$ cat config.mk
export PLATFORM = sky130hd
export DESIGN_NAME = cache_evt_sel
export DESIGN_NICKNAME = d
export VERILOG_FILES = /design/src/rtl/cache_evt_sel.sv
export SDC_FILE = /design/constraint.sdc
export NUM_CORES = 1
export LEC_CHECK = 0
export BUFFER_PORTS_ARGS = -buffer_cell sky130_fd_sc_hd__buf_2
export CAP_MARGIN = 20
export CORE_MARGIN = 3
export CORE_UTILIZATION = 31
export CTS_CLUSTER_SIZE = 10
export DETAILED_ROUTE_END_ITERATION = 10
export MAX_ROUTING_LAYER = met4
export PLACE_DENSITY = 0.78
export SYNTH_ARGS = -nofsm -noshare
export SYNTH_HDL_FRONTEND = slang
export SYNTH_SLANG_ARGS = --single-unit
$ cat constraint.sdc
create_clock -name clk -period 1.35 [get_ports clk]
set_input_delay 0.0675 -clock clk [delete_from_list [all_inputs] [get_ports clk]]
set_output_delay 0.0675 -clock clk [all_outputs]
set_load 0.03 [all_outputs]
$ cat src/rtl/cache_evt_sel.sv
module cache_evt_sel #(
  parameter int REG_W = 32,
  parameter int SEL_W = 4
) (
  input  logic             clk,
  input  logic             rst_n,
  input  logic             wr_en,
  input  logic [REG_W-1:0] wr_data,
  output logic [REG_W-1:0] rd_data,
  input  logic             ic_miss,
  input  logic             ic_stall,
  input  logic             dc_bank_conflict,
  input  logic             dc_rd_miss,
  input  logic             dc_wr_miss,
  input  logic             dc_stall,
  input  logic             dc_copyback,
  input  logic             cb_full,
  input  logic             dc_wr_miss_busy,
  input  logic             dc_stream_miss,
  input  logic             pf_kept,
  input  logic             pf_discard,
  input  logic             pf_discard_hit,
  output logic             cnt_en1,
  output logic             cnt_en2
);
  localparam int NCH    = 2;
  localparam int NCODE  = 1 << SEL_W;
  localparam int USED_W = NCH * SEL_W;
  localparam logic [REG_W-1:0] WMASK = {{(REG_W-USED_W){1'b0}}, {USED_W{1'b1}}};

  logic [REG_W-1:0] ctrl_q;
  logic [NCODE-1:0] ev;
  logic [NCH-1:0]   en_q;

  always_ff @(posedge clk or negedge rst_n)
    if (!rst_n)     ctrl_q <= '0;
    else if (wr_en) ctrl_q <= wr_data & WMASK;

  assign rd_data = ctrl_q;

  always_comb begin
    ev     = '0;
    ev[1]  = ic_miss;
    ev[2]  = ic_stall;
    ev[3]  = dc_bank_conflict;
    ev[4]  = dc_rd_miss;
    ev[5]  = dc_wr_miss;
    ev[6]  = dc_stall & ~ic_stall;
    ev[7]  = dc_copyback;
    ev[8]  = cb_full;
    ev[9]  = dc_wr_miss_busy;
    ev[10] = dc_stream_miss;
    ev[11] = pf_kept;
    ev[12] = pf_discard;
    ev[13] = pf_discard & pf_discard_hit;
  end

  for (genvar i = 0; i < NCH; i++) begin : g_ch
    always_ff @(posedge clk or negedge rst_n)
      if (!rst_n) en_q[i] <= 1'b0;
      else        en_q[i] <= ev[ctrl_q[i*SEL_W +: SEL_W]];
  end

  assign cnt_en1 = en_q[0];
  assign cnt_en2 = en_q[1];
endmodule


After elaboration in Yosys (flattened, before gate mapping)
Cells that the tools add are included.
Word-level totals
  register bits after elaboration: 10
  input port bits: 48
  output and inout port bits: 34
  word-level logic and storage cells: 12
Cells by class
  magnitude comparators: 2
  mux-type cells: 4
  bitwise gates (word level): 3
Operators by type and width (number)
  $lt A4 B5 Y1 const B: 2
  $bmux W1 S4: 2
  $and A1 B1 Y1: 2
  $mux W1: 2
  $not A1 Y1: 1

Depth between registers and ports, before layout
Gate-level depths: netlist (run 1).
  depth after elaboration: 4
  mapped depth: 5

Worst setup path after synthesis (run 1)
OpenSTA, ideal clock, no wires.
  path type: flip-flop to flip-flop
  start point: reg ctrl_q[0] (netlist: rd_data[0])
  end point: reg en_q[0] (netlist: cnt_en1)
  library setup time: 0.124 ns
  data arrival time: 1.463 ns
  data required time: 1.226 ns
  setup slack: -0.237 ns
  stages on the path, launching flop included: 5
  buffers on the path: 1
  clock period less this slack: 1.587 ns
  cell sequence: dfrtp_1 > clkbuf_2 > mux4_1 > a21oi_1 > nor3_1
On the way
  word-level cells in the longest chain between the ends: 2
Ends and longest elaborated chain
  start: declaration: RTL line 31  | logic [REG_W-1:0] ctrl_q;
  start signal: assignment: RTL line 37  | else if (wr_en) ctrl_q <= wr_data & WMASK;
  $bmux W1 S4: RTL line 61  | else en_q[i] <= ev[ctrl_q[i*SEL_W +: SEL_W]];
  $mux W1 (not written as such): RTL line 61
  end signal: indexed assignment: RTL line 61
  end: declaration: RTL line 33  | logic [NCH-1:0] en_q;
No other way between the ends. The select of a mux whose other input is x is not followed.
A chain may end at the register's enable or synchronous reset.

Worst setup path in the final report (run 1)
  start point: reg ctrl_q[5] (netlist: rd_data[5])
  end point: reg en_q[1] (netlist: cnt_en2)
The elaborated chain is that of the path after synthesis.

==> out/results.txt, run 1 <==
Status: finished, violations left
Failing checks: negative setup slack
Post-synth top area share: 32.6%
Root buffer cell: clkbuf_4
Clk_skew: 0.00268 ns
CP Data Required Time: 1.52 ns
Buffers on Ports: 33
Die width: 55.7 um
Area grow syn2layout: 24.3%
Endpoints failing hold: 0
Fin util: 41.9%
CP Data Arrival Time: 1.54 ns
Routed Antenna Nets: 0
Initial core utilization: 33.7%
Final count of pins violating max slew: 0
# clock sinks: 10
Boundary Pins: 82
Sequential area share after synthesis: 32.6%
Core area: 2280 sq um
Largest area contributor in the synthesized netlist: dfrtp_1
Peak supply drop: 0.464 mV
Largest net degree at the start of global routing: 12
Vias in the first global route: 571
Total routed wirelength: 1730 um
Placed cell count: 137
Ys Warns: 0
CTS max path bufs: 2
FP Rows: 17
Fin nets: 165
Dominant cells by area after synthesis: dfrtp_1, buf_4, mux2_2
First-pass detailed-route iteration total: 4
Leakage power: 0.480 nW
Die Area: 3110 sq um
First-pass GRT wire length: 2660 um
Share of layout cells above drive strength 1: 49.1%
Syn Area/Cell: 9.96 sq um
Synthesized cell area: 767 sq um
Max-Cap Viols: 0
CTS tree: done
DIE HEIGHT: 55.7 um
Diodes inserted: 0
Min Tclk post-route: 1.37 ns
Fmax: 730 MHz
DR vias/cell: 4.44
Drt wl/cell: 12.0 um
Cell count after synthesis: 77
Period utilisation layout: 101%
Finished Layout Cells: 144
WS Path Type: reg2reg
Routability congestion estimate: 0.896
Worst setup margin: -0.0194 ns
DPL Wire Length: 1420 um
Setup crit start kind: flop
Crit. End Element: flop
Setup violators final: 1
Initial antenna violation count: 0
RSZ-0062 raised after global routing: yes
Cell Pwr Density: 1040 nW/um^2
Worst hold path type: in2reg
Pre-CTS WS: -0.0305 ns
Iteration-0 DRC Markers: 15
CTS buffer count: 3
Latest clock arrival within the worst-skew pair: 0.28 ns
Global route overflow: 0
Library cells used by synthesis: 23
Crit path max fanout: 4
Synth Register Bits: 10
H-tree Lvls: 1
GR Util All Layers: 11.5%
Drc violations: 0
Via count: 639
Clock-pin slew on the worst setup and hold paths: 0.07 ns
cells in the final DEF, fill, tap and decap left out, types with 2 or more instances in the layout:
cell	n
nand2_1	5
dlygate4sd3_1	2
buf_4	3
conb_1	24
mux2_2	6
buf_2	33
mux4_2	3
dfrtp_1	6
nor2b_1	3
inv_1	3
clkbuf_4	3
nor3_1	2
a21oi_1	4
o21ai_0	3
dfrtp_2	4
repair_timing:
item	4_1_cts	5_1_grt
endpoints found under the hold margin	11	0
gates resized for setup	1	5
hold buffers	2	0
buffers inserted	0	1
pin swaps	1	0
setup endpoints to repair	1	2
layout make-up:
cell class,instances,area (sq um)
inverters,3,11.3
multi-input cells,61,418
flip-flops and latches,10,255
well taps,28,35.0
fillers,226,1320
clock buffers,4,26.3
repair buffers,38,208
registers in the layout, summed over array words and instances, names as in the netlist:
signal   flops
cnt_en1      1
cnt_en2      1
rd_data      8
critical path, cell delays in order, from the launching register on:
cell,delay (ns)
dfrtp_2,0.43
mux2_4,0.30
or3_1,0.31
a32o_1,0.22
power by group:
group	total [mW]	internal, mW	switching, mW	leakage (nW)
Combinational	0.390	0.141	0.249	0.350
Sequential	0.377	0.337	0.0403	0.114
Clock	0.226	0.115	0.112	0.0150
Total	0.994	0.593	0.401	0.480
layer usage:
layer | part of all wire (%) | wire length [um] | global-route usage, % | vias to the layer above
li1 | - | - | - | 297
met1 | 42 | 722 | 13.2 | 302
met2 | 48 | 834 | 17.7 | 35
met3 | 7.5 | 130 | 3.02 | 5
met4 | 2.5 | 44 | 7.29 | 0
met5 | 0 | 0 | - | -
worst paths after layout:
check | startpoint | endpoint | slack [ns] | cells past startpoint
max | rd_data[5]$_DFFE_PN0P_ | cnt_en2$_DFF_PN0_ | -0.02 | 3
min | wr_data[3] | rd_data[3]$_DFFE_PN0P_ | 0.004 | 3
max reg2reg | rd_data[5]$_DFFE_PN0P_ | cnt_en2$_DFF_PN0_ | -0.02 | 3
min reg2reg | rd_data[7]$_DFFE_PN0P_ | rd_data[7]$_DFFE_PN0P_ | 0.59 | 1
max in group asynchronous | rst_n | rd_data[5]$_DFFE_PN0P_ | 0.96 | 2
min in group asynchronous | rst_n | cnt_en2$_DFF_PN0_ | 0.18 | 2
cell families after synthesis:
logic type             Yosys count  synth area share [%]
AO/OA/AOI/OAI                   13                  10.4
buffers and inverters           29                  26.1
flip-flops                      10                  32.6
multiplexers                    11                  21.9
other                            1                 0.489
AND/OR/NAND/NOR                 13                  8.48
cells in the mapped netlist:
cell type and number:
mux4_2 1, a32o_1 1, mux4_1 2, nand2_1 5, conb_1 1, inv_1 3
mux2_2 6, clkbuf_2 1, a21oi_1 5, a2111oi_0 1, clkbuf_1 1, or3_1 1
o211ai_1 1, mux2i_1 1, buf_4 24, nor3_1 3, a31oi_1 1, nand2b_1 1
mux2_4 1, dfrtp_1 10, o21ai_0 3, nor2b_1 3, o31ai_1 1
stage by stage:
step                hold WS, ns  TNS [ns]  cell area, sq um  total power [mW]
floorplan                -0.228    -0.148               858             0.699
global placement        -0.0619   -0.0287               876             0.741
detailed placement      -0.0581   -0.0305               876             0.747
CTS                     0.00604  -0.00577               923             0.979
global route             0.0187   -0.0313               953              1.04
finish                  0.00446   -0.0194               953             0.994
No activity file was read; power rests on OpenSTA's default activity.
==> run 2, diff against run 1 <==
--- a/config.mk
+++ b/config.mk
@@ -8,11 +8,11 @@
 export BUFFER_PORTS_ARGS = -buffer_cell sky130_fd_sc_hd__buf_2
 export CAP_MARGIN = 20
 export CORE_MARGIN = 3
-export CORE_UTILIZATION = 31
+export CORE_UTILIZATION = 34
 export CTS_CLUSTER_SIZE = 10
 export DETAILED_ROUTE_END_ITERATION = 10
 export MAX_ROUTING_LAYER = met4
-export PLACE_DENSITY = 0.78
+export PLACE_DENSITY = 0.81
 export SYNTH_ARGS = -nofsm -noshare
 export SYNTH_HDL_FRONTEND = slang
 export SYNTH_SLANG_ARGS = --single-unit
==> constraint.sdc (replaced) <==
create_clock -name clk -period 1.3 [get_ports clk]
set_input_delay 0.065 -clock clk [delete_from_list [all_inputs] [get_ports clk]]
set_output_delay 0.065 -clock clk [all_outputs]
set_load 0.03 [all_outputs]
==> run 2 against run 1 <==
- the run still ends with negative setup slack left
- cell area is 2.6% higher
- non-clock buffer count is 2 higher
- die area is 7.9% lower
- core utilization is 6.0 points higher
- first-iteration DRC count is 13% higher
- sequential share of layout area is 0.81 points lower
- sequential power is 4% higher
- fmax is 1.1% lower
- critical path type unchanged
==> out/results.txt, run 2 (same netlist as run 1, synthesis figures left out) <==
CTS tree: done
Vias in the first global route: 597
Buffers on Ports: 33
First-pass detailed-route iteration total: 4
CP Data Arrival Time: 1.55 ns
Commonest non-fill, non-tap cell in the layout: buf_2
Initial core utilization: 37.6%
Final-layout fill cell count: 216
Worst setup margin: -0.0839 ns
Leakage power: 0.496 nW
Clk_skew: 0.00109 ns
CTS buffer count: 3
CP Data Required Time: 1.46 ns
Fin nets: 167
CTS max path bufs: 2
Max-Cap Viols: 0
GR Util All Layers: 14.3%
Drc violations: 0
Crit. End Element: flop
Final count of pins violating max slew: 0
Iteration-0 DRC Markers: 17
Period utilisation layout: 106%
DPL Wire Length: 1530 um
Drt wl/cell: 12.8 um
Core area: 2040 sq um
Worst hold path type: in2reg
Fmax: 723 MHz
Root buffer cell: clkbuf_4
Switching Fraction: 38.8%
Setup crit start kind: flop
Peak supply drop: 0.686 mV
Sw Pwr: 0.425 mW
H-tree Lvls: 1
Status: finished, violations left
Largest register FFs: 8
DR vias/cell: 4.66
Seq pwr share: 35.6%
Latest clock arrival within the worst-skew pair: 0.27 ns
Initial antenna violation count: 0
Setup violators final: 1
DIE HEIGHT: 53.5 um
Endpoints failing hold: 0
Boundary Pins: 82
Design area: 978 sq um
Internal: 0.671 mW
Largest net degree at the start of global routing: 12
Clock Power Share: 26.4%
FP Rows: 16
Failing checks: negative setup slack
Min Hold Slack: 0.00737 ns
First-pass GRT wire length: 2720 um
Clock-pin slew on the worst setup and hold paths: 0.07 ns
Share of layout cells above drive strength 1: 49.2%
Min Tclk post-route: 1.38 ns
Placed Area: 882 sq um
Comb pwr share: 38.0%
Routed Antenna Nets: 0
Crit path max fanout: 4
Via count: 676
Cell Pwr Density: 1120 nW/um^2
Die Area: 2860 sq um
RSZ-0062 raised after global routing: yes
Die width: 53.5 um
Final setup TNS: -0.0839 ns
Area grow syn2layout: 27.6%
Global route overflow: 0
Total routed wirelength: 1860 um
Diodes inserted: 0
Most frequent cells in the layout: buf_2, conb_1, dfrtp_1
# clock sinks: 10
WS Path Type: reg2reg
Routability congestion estimate: 0.852
## run 2: path summary, 6_finish.rpt
path / endpoint / from / depth (start not counted) / slack [ns]
worst max-delay path: cnt_en2$_DFF_PN0_ / rd_data[5]$_DFFE_PN0P_ / 3 / -0.08
worst min-delay path: rd_data[5]$_DFFE_PN0P_ / wr_data[5] / 3 / 0.007
worst max register to register: cnt_en2$_DFF_PN0_ / rd_data[5]$_DFFE_PN0P_ / 3 / -0.08
worst min register to register: rd_data[7]$_DFFE_PN0P_ / rd_data[7]$_DFFE_PN0P_ / 1 / 0.59
max in group asynchronous: rd_data[0]$_DFFE_PN0P_ / rst_n / 2 / 0.89
min in group asynchronous: rd_data[2]$_DFFE_PN0P_ / rst_n / 2 / 0.19
## run 2: worst max-delay path: stages, from the launching register on
cell and delay (ns):
dfrtp_2 0.44, mux2_4 0.30, or3_1 0.31, a32o_1 0.22
## run 2: timing repair
action / 4_1_cts / 5_1_grt
gates resized for setup: 2 / 3
hold buffers: 3 / 0
pin swaps: 1 / 0
hold endpoints to repair: 12 / 0
setup endpoints to repair: 1 / 2
buffers inserted: 0 / 1
## run 2: through the flow
step           setup WS, ns  util (%)  std cells  power, mW
5_1_grt              -0.112      47.9        145       1.16
3_5_place_dp         -0.134      43.2        137      0.785
2_1_floorplan        -0.146         -        100      0.726
6_report            -0.0839      47.9        145       1.10
4_1_cts             -0.0842      46.8        144       1.09
3_3_place_gp        -0.0674      43.2        137      0.774
## run 2: cell type report
cell class,instances,area [sq um],share of cell area [%]
well taps,27,33.8,3.45
repair buffers,40,225,23.0
clock buffers,4,36.3,3.71
flip-flops and latches,10,254,26.0
inverters,3,11.3,1.15
multi-input cells,61,418,42.7
## run 2: power groups by stage
stage | Clock [mW] | Combinational (mW) | Sequential, mW
2_1_floorplan | 0 | 0.263 | 0.463
3_3_place_gp | 0 | 0.381 | 0.393
3_5_place_dp | 0 | 0.388 | 0.396
4_1_cts | 0.297 | 0.400 | 0.391
5_1_grt | 0.315 | 0.446 | 0.397
6_report | 0.289 | 0.417 | 0.391
## run 2: metal layers
metal	global-route usage (%)	part of all wire, %	up-vias
li1	-	-	303
met3	5.07	15	9
met2	21.4	48	60
met4	8.51	2.9	0
met1	16.3	34	304
met5	-	0	-
